--- src/rtl/ctl_lock_pkg.sv ---
package ctl_lock_pkg;

   typedef enum logic [2:0] {
      OP_NONE    = 3'd0,
      OP_ACK     = 3'd1,
      OP_VAL_OUT = 3'd2,
      OP_VAL_IN  = 3'd3,
      OP_CLR_OUT = 3'd4,
      OP_CLR_IN  = 3'd5
   } ctl_op_e;

   localparam int unsigned N_GATED = 4;

   // index of a gated op in the pulse vector
   function automatic int unsigned gated_idx(ctl_op_e op);
      case (op)
         OP_VAL_OUT: return 0;
         OP_VAL_IN:  return 1;
         OP_CLR_OUT: return 2;
         default:    return 3;
      endcase
   endfunction

   function automatic logic is_gated(ctl_op_e op);
      return (op == OP_VAL_OUT) || (op == OP_VAL_IN) ||
             (op == OP_CLR_OUT) || (op == OP_CLR_IN);
   endfunction

endpackage

--- src/rtl/ctl_cmd_decode.sv ---
module ctl_cmd_decode
   import ctl_lock_pkg::*;
#(
   parameter int unsigned    CMD_W        = 8,
   parameter logic [CMD_W-1:0] CODE_ACK     = 8'hF4,
   parameter logic [CMD_W-1:0] CODE_VAL_OUT = 8'hFA,
   parameter logic [CMD_W-1:0] CODE_VAL_IN  = 8'hFB,
   parameter logic [CMD_W-1:0] CODE_CLR_OUT = 8'hF2,
   parameter logic [CMD_W-1:0] CODE_CLR_IN  = 8'hF3
)(
   input  logic [CMD_W-1:0] code,
   input  logic             stb,
   output ctl_op_e          op
);

   always_comb begin
      op = OP_NONE;
      if (stb) begin
         if (code == CODE_ACK)          op = OP_ACK;
         else if (code == CODE_VAL_OUT) op = OP_VAL_OUT;
         else if (code == CODE_VAL_IN)  op = OP_VAL_IN;
         else if (code == CODE_CLR_OUT) op = OP_CLR_OUT;
         else if (code == CODE_CLR_IN)  op = OP_CLR_IN;
      end
   end

endmodule

--- src/rtl/ctl_setup_track.sv ---
module ctl_setup_track (
   input  logic clk,
   input  logic rst,
   input  logic setup_rcvd,
   input  logic stall_evt,
   input  logic ack,
   input  logic clr_out_acc,
   input  logic rd,
   input  logic wr_done,
   output logic locked,
   output logic ovw,
   output logic present
);

   logic window;

   always_ff @(posedge clk) begin
      if (rst) begin
         locked  <= 1'b0;
         window  <= 1'b0;
         ovw     <= 1'b0;
         present <= 1'b0;
      end else begin
         if (setup_rcvd)  locked <= 1'b1;
         else if (ack)    locked <= 1'b0;

         if (setup_rcvd)            window <= 1'b1;
         else if (ack || stall_evt) window <= 1'b0;

         if (setup_rcvd && window)  ovw <= 1'b1;
         else if (rd && wr_done)    ovw <= 1'b0;

         if (setup_rcvd)       present <= 1'b1;
         else if (clr_out_acc) present <= 1'b0;
      end
   end

   a_r2_lock_on_setup: assert property (@(posedge clk) disable iff (rst)
      setup_rcvd |=> locked);
   a_r3_ack_release: assert property (@(posedge clk) disable iff (rst)
      (ack && !setup_rcvd) |=> !locked);
   a_r6_ovw_set: assert property (@(posedge clk) disable iff (rst)
      (setup_rcvd && window) |=> ovw);
   a_r7_hold_until_done: assert property (@(posedge clk) disable iff (rst)
      (ovw && !wr_done) |=> ovw);
   a_r8_read_loses_to_set: assert property (@(posedge clk) disable iff (rst)
      (setup_rcvd && window && rd && wr_done) |=> ovw);
   a_r9_present_on_setup: assert property (@(posedge clk) disable iff (rst)
      setup_rcvd |=> present);

endmodule

--- src/rtl/ctl_buf_sel.sv ---
module ctl_buf_sel #(
   parameter bit DOUBLE_BUF = 1'b1
)(
   input  logic clk,
   input  logic rst,
   input  logic setup_rcvd,
   input  logic clr_out_acc,
   output logic cpu_buf
);

   generate
      if (DOUBLE_BUF) begin : g_dual
         logic sel_q;
         always_ff @(posedge clk) begin
            if (rst)              sel_q <= 1'b0;
            else if (setup_rcvd)  sel_q <= 1'b0;
            else if (clr_out_acc) sel_q <= ~sel_q;
         end
         assign cpu_buf = sel_q;
      end else begin : g_single
         assign cpu_buf = 1'b0;
      end
   endgenerate

   a_r10_primary_after_setup: assert property (@(posedge clk) disable iff (rst)
      setup_rcvd |=> !cpu_buf);

endmodule

--- src/rtl/ctl_setup_lockout.sv ---
module ctl_setup_lockout
   import ctl_lock_pkg::*;
#(
   parameter int unsigned      CMD_W        = 8,
   parameter int unsigned      IMG_W        = 8,
   parameter bit               DOUBLE_BUF   = 1'b1,
   parameter logic [CMD_W-1:0] CODE_ACK     = 8'hF4,
   parameter logic [CMD_W-1:0] CODE_VAL_OUT = 8'hFA,
   parameter logic [CMD_W-1:0] CODE_VAL_IN  = 8'hFB,
   parameter logic [CMD_W-1:0] CODE_CLR_OUT = 8'hF2,
   parameter logic [CMD_W-1:0] CODE_CLR_IN  = 8'hF3
)(
   input  logic             clk,
   input  logic             rst,
   input  logic             setup_rcvd,
   input  logic             setup_wr_done,
   input  logic             stall_evt,
   input  logic [CMD_W-1:0] cmd_code,
   input  logic             cmd_stb,
   input  logic             stat_rd,
   output logic [IMG_W-1:0] stat_img,
   output logic             val_out_go,
   output logic             val_in_go,
   output logic             clr_out_go,
   output logic             clr_in_go,
   output logic             cmd_rej
);

   localparam int unsigned BIT_OVW  = 3;
   localparam int unsigned BIT_PRES = 2;
   localparam int unsigned BIT_BUF  = 1;

   generate
      if (IMG_W < 4) begin : g_bad_img
         $error("IMG_W must hold bits 0..3");
      end
      if (CMD_W < 1) begin : g_bad_cmd
         $error("CMD_W must be positive");
      end
      if (CODE_ACK == CODE_VAL_OUT || CODE_ACK == CODE_VAL_IN ||
          CODE_ACK == CODE_CLR_OUT || CODE_ACK == CODE_CLR_IN ||
          CODE_VAL_OUT == CODE_VAL_IN || CODE_VAL_OUT == CODE_CLR_OUT ||
          CODE_VAL_OUT == CODE_CLR_IN || CODE_VAL_IN == CODE_CLR_OUT ||
          CODE_VAL_IN == CODE_CLR_IN || CODE_CLR_OUT == CODE_CLR_IN) begin : g_bad_codes
         $error("command codes must be distinct");
      end
   endgenerate

   ctl_op_e op;
   logic    locked, ovw, present, cpu_buf;
   logic    blocked, gated, ack, clr_out_acc;
   logic [N_GATED-1:0] go_q;
   logic    rej_q;

   ctl_cmd_decode #(
      .CMD_W(CMD_W), .CODE_ACK(CODE_ACK), .CODE_VAL_OUT(CODE_VAL_OUT),
      .CODE_VAL_IN(CODE_VAL_IN), .CODE_CLR_OUT(CODE_CLR_OUT),
      .CODE_CLR_IN(CODE_CLR_IN)
   ) i_dec (
      .code(cmd_code), .stb(cmd_stb), .op(op)
   );

   assign gated       = is_gated(op);
   assign blocked     = locked || setup_rcvd;
   assign ack         = (op == OP_ACK);
   assign clr_out_acc = (op == OP_CLR_OUT) && !blocked;

   ctl_setup_track i_trk (
      .clk(clk), .rst(rst), .setup_rcvd(setup_rcvd), .stall_evt(stall_evt),
      .ack(ack), .clr_out_acc(clr_out_acc), .rd(stat_rd),
      .wr_done(setup_wr_done), .locked(locked), .ovw(ovw), .present(present)
   );

   ctl_buf_sel #(.DOUBLE_BUF(DOUBLE_BUF)) i_buf (
      .clk(clk), .rst(rst), .setup_rcvd(setup_rcvd),
      .clr_out_acc(clr_out_acc), .cpu_buf(cpu_buf)
   );

   generate
      for (genvar g = 0; g < N_GATED; g++) begin : g_go
         always_ff @(posedge clk) begin
            if (rst) go_q[g] <= 1'b0;
            else     go_q[g] <= gated && !blocked && (gated_idx(op) == g);
         end
      end
   endgenerate

   always_ff @(posedge clk) begin
      if (rst) rej_q <= 1'b0;
      else     rej_q <= gated && blocked;
   end

   assign val_out_go = go_q[0];
   assign val_in_go  = go_q[1];
   assign clr_out_go = go_q[2];
   assign clr_in_go  = go_q[3];
   assign cmd_rej    = rej_q;

   always_comb begin
      stat_img           = '0;
      stat_img[BIT_OVW]  = ovw;
      stat_img[BIT_PRES] = present;
      stat_img[BIT_BUF]  = cpu_buf;
   end

   a_r4_refuse: assert property (@(posedge clk) disable iff (rst)
      (gated && blocked) |=> (cmd_rej && go_q == '0));
   a_r5_single_pulse: assert property (@(posedge clk) disable iff (rst)
      $onehot0({go_q, rej_q}));
   a_r12_other_quiet: assert property (@(posedge clk) disable iff (rst)
      (op == OP_NONE) |=> (go_q == '0 && !rej_q));

endmodule

--- config.mk ---
export PLATFORM = sky130hd
export DESIGN_NAME = ctl_setup_lockout
export DESIGN_NICKNAME = d
export VERILOG_FILES = /design/src/rtl/ctl_lock_pkg.sv /design/src/rtl/ctl_cmd_decode.sv /design/src/rtl/ctl_setup_track.sv /design/src/rtl/ctl_buf_sel.sv /design/src/rtl/ctl_setup_lockout.sv
export SDC_FILE = /design/constraint.sdc
export NUM_CORES = 1
export LEC_CHECK = 0
export BUFFER_PORTS_ARGS = -buffer_cell sky130_fd_sc_hd__clkbuf_2
export CAP_MARGIN = 20
export CELL_PAD_IN_SITES_DETAIL_PLACEMENT = 1
export CELL_PAD_IN_SITES_GLOBAL_PLACEMENT = 1
export CORE_MARGIN = 2
export CORE_UTILIZATION = 26
export DETAILED_ROUTE_END_ITERATION = 8
export PLACE_DENSITY = 0.7
export RECOVER_POWER = 100
export SYNTH_ARGS = -nofsm -noshare
export SYNTH_HDL_FRONTEND = slang
export SYNTH_HIERARCHICAL = 1
export SYNTH_SLANG_ARGS = --single-unit
--- constraint.sdc ---
create_clock -name clk -period 1.9 [get_ports clk]
set_input_delay 0.285 -clock clk [delete_from_list [all_inputs] [get_ports clk]]
set_output_delay 0.285 -clock clk [all_outputs]
set_load 0.01 [all_outputs]
Yosys cells after proc, flatten, opt, wreduce, memory -nomap -nowiden
Index checks and enable logic that the tools add are counted.

Word-level logic and storage cells: 61. Flip-flop bits (word level): 10. Bits of input ports: 15. Output and inout bits: 13.

Eq/ne operators: 13. Muxes and demuxes: 16. Bitwise logic cells: 1. Reduce and logical (&&, ||, !) cells: 21.

Operator list (count): 32-bit by 2-bit equality test with 1-bit output (second input constant) (2); 8-bit equality test (second input constant) (5); 32-bit by 1-bit equality test with 1-bit output (second input constant) (1); 32-bit logical NOT (1); 32-bit 2-to-1 mux (1); 3-bit 2-to-1 mux (6); 1-bit logical AND (9); 1-bit 2-to-1 mux (8); 2-bit nonzero test (4); 3-bit by 2-bit equality test with 1-bit output (second input constant) (2); 3-bit equality test (second input constant) (2); 2-bit one-hot mux with 3 select lines (1); 1-bit logical OR (5); 3-bit by 1-bit equality test with 1-bit output (second input constant) (1); 2-bit OR reduction (1); 1-bit logical NOT (1); 1-bit inverter (1).

Logic depth before layout (Yosys ltp)
Depth after elaboration: 13. Depth in mapped cells: 6. Depth with buffers taken out: 6.

Modules after synthesis
Netlist, hierarchy kept.

Modules (own cells, without submodules): ctl_setup_lockout (seq. area each 100.1 um^2, instances 1, area each 255.2 um^2, cells an instance 26); ctl_setup_track (seq. area each 80.1 um^2, instances 1, area each 138.9 um^2, cells an instance 14); ctl_cmd_decode (seq. area each 0.0 um^2, instances 1, area each 62.6 um^2, cells an instance 9); ctl_buf_sel (seq. area each 20.0 um^2, instances 1, area each 38.8 um^2, cells an instance 3).

Worst setup path before layout
OpenSTA, ideal clock, no wires.

Path kind: input to register. Start point: input cmd_code[7]. End point: register i_buf.g_dual.sel_q, in the netlist i_buf/cpu_buf. Data required time: 1.784 ns. Arrival: 1.759 ns. Setup slack: 0.025 ns. Cell stages on the path: 6. Setup time: 0.116 ns. Buffers on the path: 0. Path through: nand4_1 > nor4_1 > or4b_4 > nor2_1 > xnor2_1 > nor3_2.

Cells in the longest elaborated chain, start to end: 9. Elaborated cells between the ends (all ways): 13. Those cells by class: 6 x eq/ne; 6 x mux; 1 x reduce/logical.

Ends and longest elaborated chain: start: declaration (line ctl_setup_lockout.sv:18) `input logic [CMD_W-1:0] cmd_code,`; 8-bit equality test (line ctl_cmd_decode.sv:23) `else if (code == CODE_CLR_IN) op = OP_CLR_IN;`; 3-bit 2-to-1 mux (line ctl_cmd_decode.sv:23); 3-bit 2-to-1 mux (line ctl_cmd_decode.sv:22) `else if (code == CODE_CLR_OUT) op = OP_CLR_OUT;`; 3-bit 2-to-1 mux (line ctl_cmd_decode.sv:21) `else if (code == CODE_VAL_IN) op = OP_VAL_IN;`; 3-bit 2-to-1 mux (line ctl_cmd_decode.sv:20) `else if (code == CODE_VAL_OUT) op = OP_VAL_OUT;`; 3-bit 2-to-1 mux (*) (line ctl_cmd_decode.sv:19) `if (code == CODE_ACK) op = OP_ACK;`; 3-bit 2-to-1 mux (*) (line ctl_cmd_decode.sv:18) `if (stb) begin`; via op[2] (line ctl_setup_lockout.sv:49) `ctl_op_e op;`; 3-bit equality test (*) (line ctl_setup_lockout.sv:66) `assign clr_out_acc = (op == OP_CLR_OUT) && !blocked;`; 1-bit logical AND (*) (line ctl_setup_lockout.sv:66); via clr_out_acc (line ctl_setup_lockout.sv:51) `logic blocked, gated, ack, clr_out_acc;`; end signal: assignment (line ctl_buf_sel.sv:17) `else if (clr_out_acc) sel_q <= ~sel_q;`; end: declaration (line ctl_buf_sel.sv:13) `logic sel_q;`.

Mark *: on every way through the listed nets, which the timed path passes. The rest lies on a longest branch. A chain may end at the register's enable or synchronous reset.

Worst setup path in the final report
Start point: input cmd_code[3]. End point: register i_trk.window.

Cells in the longest elaborated chain, start to end: 10. Elaborated cells between the ends (all ways): 14. Those cells by class: 6 x eq/ne; 6 x mux; 2 x reduce/logical.

Ends and longest elaborated chain: 8-bit equality test (line ctl_cmd_decode.sv:23); 3-bit 2-to-1 mux (line ctl_cmd_decode.sv:23); 3-bit 2-to-1 mux (line ctl_cmd_decode.sv:22); 3-bit 2-to-1 mux (line ctl_cmd_decode.sv:21); 3-bit 2-to-1 mux (line ctl_cmd_decode.sv:20); 3-bit 2-to-1 mux (*) (line ctl_cmd_decode.sv:19); 3-bit 2-to-1 mux (*) (line ctl_cmd_decode.sv:18); via op[0] (line ctl_setup_lockout.sv:49); 3-bit by 1-bit equality test with 1-bit output (*) (line ctl_setup_lockout.sv:65) `assign ack = (op == OP_ACK);`; via ack (line ctl_setup_lockout.sv:51); 1-bit logical OR (*) (line ctl_setup_track.sv:28) `else if (ack || stall_evt) window <= 1'b0;`; 2-bit nonzero test (no line) (*); end signal: assignment (line ctl_setup_track.sv:20) `window <= 1'b0;`; end signal: assignment (line ctl_setup_track.sv:27) `if (setup_rcvd) window <= 1'b1;`; end signal: assignment (line ctl_setup_track.sv:28); end: declaration (line ctl_setup_track.sv:15) `logic window;`.

Marks and branches as above.

==> key figures <==
Route
  • Detailed-route wire length: 1040 um
  • Residual DRC: 0
  • DR pass1 iterations: 1
  • Drt wl/cell: approximately 10 um
  • Final ANT Viol Nets: 0
  • Initial DRC count: 0
  • Vias/cell: 4.214
  • Vias: ~430

Die
  • Number of I/O pins: 28
  • Die Y: 47.66 um
  • Die area: 2271 um2
  • Die Wd: 47.66 um
  • # rows: 15
  • Initial Util: 28.09%
  • Core Area: 1764 um2

Pwr
  • Pleak: 0.2622 nW
  • Power per cell area: 720.9 nW/um2
  • Worst IR Drop VDD: about 0.35 mV

CTS
  • TritonCTS clock tree: yes
  • Clock slew seen by the registers of the worst setup and hold paths: ~0.06 ns
  • Worst-Skew Late Latency: 0.26 ns
  • Post-CTS Setup Bufs: 0
  • Cts repair resizes: 0
  • CTS Sinks: 10
  • TritonCTS Buffers: 3
  • CTS Hold Bufs: 0
  • Clock buffer depth: 2
  • Root Driver: clkbuf_4
  • H-tree Lvls: 1

Status
  • Outcome: finished, final reports clean

Global route
  • Vias in the first global route: between 300 and 400
  • Initial antenna violation count: 0
  • GRT overflow: 0
  • First-pass GRT wire length: between 1500 and 2000 um
  • Largest net degree at the start of global routing: 10
  • Total track usage: a little over a tenth

Place
  • Port Buffers: 22
  • GP Congestion: between 0.6 and 0.7
  • DP Wirelength: 915.3 um

STA
  • Final Slew Violations: 0
  • RSZ-0062 raised after global routing: false
  • Setup TNS after final layout: 0 ns
  • Final Hold Fails: 0
  • Clk_skew: between 0.0007 and 0.0008 ns
  • Final setup violation count: 0
  • Minimum clock period: 1.530 ns
  • Fmax: 653.5 MHz
  • Final period util: roughly 80%

Finish
  • Post-layout util: a little over a third
  • Most common cell after layout, fill and taps aside: clkbuf_2
  • Ant. Diodes: 0
  • Area occupied by multi-input gates: 220.2 um2
  • Share of cells above drive strength 1: between 20% and 30%
  • Fillers: 236
  • NumNets Final: 94
  • Most frequent cells in the layout: clkbuf_2, dfxtp_1, clkbuf_1
  • Storage element area: 200.2 um2
  • Layout area overhead: 26.01%

Setup path
  • Crit. Startpoint: cmd_code[3]
  • R2R Path Start: i_trk/locked$_SDFFE_PP0P_
  • Crit path DAT: 1.68 ns
  • Kind of critical path: in -> reg
  • Req. time, crit path: between 2 and 2.5 ns
  • Launching element type of the critical path: input port
  • Worst setup EP type: flop
  • CP max FO: 3

Yosys
  • Cells after synthesis: 52
  • Synthesis Warnings: 6
  • Sequential element share of the synthesized area: 40.40%
  • Yosys reg bits: 10
  • Post-Synthesis Cell Area: approximately 500 um2
  • Syn Area/Cell: between 9 and 10 um2
  • Unique masters post-synth: 22

Job
  • Max cap viols: 0

Hold path
  • HP Class: in -> reg
  • Worst min-delay path startpoint: setup_rcvd
[metrics by stage]
step	cells	setup slack (ns)	hold slack, ns	power, mW	cell area (um2)
finish	103	0.3699	0.2702	0.4501	624.3
global route	103	0.2045	0.2699	0.4753	624.3
CTS	103	0.3872	0.2680	0.4624	658.1
detailed placement	99	0.09669	0.4688	0.2705	621.8
global placement	99	0.1007	0.4456	0.2686	621.8
floorplan	56	0.02453	0.3540	0.2546	510.5
[cells in the mapped netlist]
master    instances  area share (%)
or4b_1            1             2.0
nand3b_1          1             1.5
nand2_1           2             1.5
nand2b_1          3             3.8
nor3b_2           2             5.0
a21oi_1           4             4.0
dfxtp_1          10              40
nand4_1           1             1.3
nor3_1            2             2.0
nor2_1            3             2.3
nor3_2            1             2.0
a211oi_2          1             2.5
nor4_1            2             2.5
buf_4             8              12
or4b_4            1             2.8
xnor2_1           2             3.5
or4_4             1             2.3
or3b_1            1             1.8
inv_1             3             2.3
nor3b_1           1             1.5
conb_1            1            0.76
a21bo_2           1             2.0
[critical path, cell delays in order]
cell and delay [ns]:
clkbuf_1 0.10, or4b_1 0.52, a211oi_1 0.30, nor3b_1 0.27
or3b_1 0.15, a21oi_1 0.06
[kinds of logic (layout without fill, tap and decap cells)]
logic type | after synthesis | count (layout) | share of synthesized area [%]
compound gates | 6 | 6 | 8.586
xor+xnor | 2 | 2 | 3.536
buf+inv | 11 | 33 | 14.39
flops | 10 | 10 | 40.40
other cells | 1 | 5 | 0.7568
simple gates | 22 | 22 | 32.32
[report_power, final]
part           leakage (nW)  internal, mW  switching [mW]  total (mW)
clock network        0.0210         0.116          0.0709       0.187
registers            0.0816         0.215         0.00332       0.219
logic                 0.160        0.0203          0.0239      0.0442
[routing by layer]
layer,vias to the layer above,share of wire [%],track usage (%)
li1,221,-,-
met1,195,35,9.729
met5,-,0,0
met3,3,9.3,7.170
met4,0,0.96,3.243
met2,15,55,18.92
[sequential cells by signal, indices dropped and copies added (netlist names)]
name,cells
clr_in_go,1
i_trk/present,1
val_out_go,1
val_in_go,1
clr_out_go,1
i_trk/locked,1
cmd_rej,1
i_trk/ovw,1
i_trk/window,1
i_buf/cpu_buf,1
[area by class of cell]
type,count,share of cell area (%)
clock buffers,4,5.812
inverters,3,1.804
multi-input cells,35,35.27
flip-flops and latches,10,32.06
well taps,25,5.010
repair buffers,26,20.04
[final timing paths]
kind	end	slack (ns)	cells past startpoint
setup reg to reg	i_buf/cpu_buf$_SDFFE_PP0P_	0.58	4
setup / recovery	i_trk/window$_SDFFE_PP0P_	0.37	6
hold reg to reg	i_trk/ovw$_SDFFE_PP0P_	0.47	2
hold / removal	i_buf/cpu_buf$_SDFFE_PP0P_	0.27	2
(Power assumes the default switching activity.)
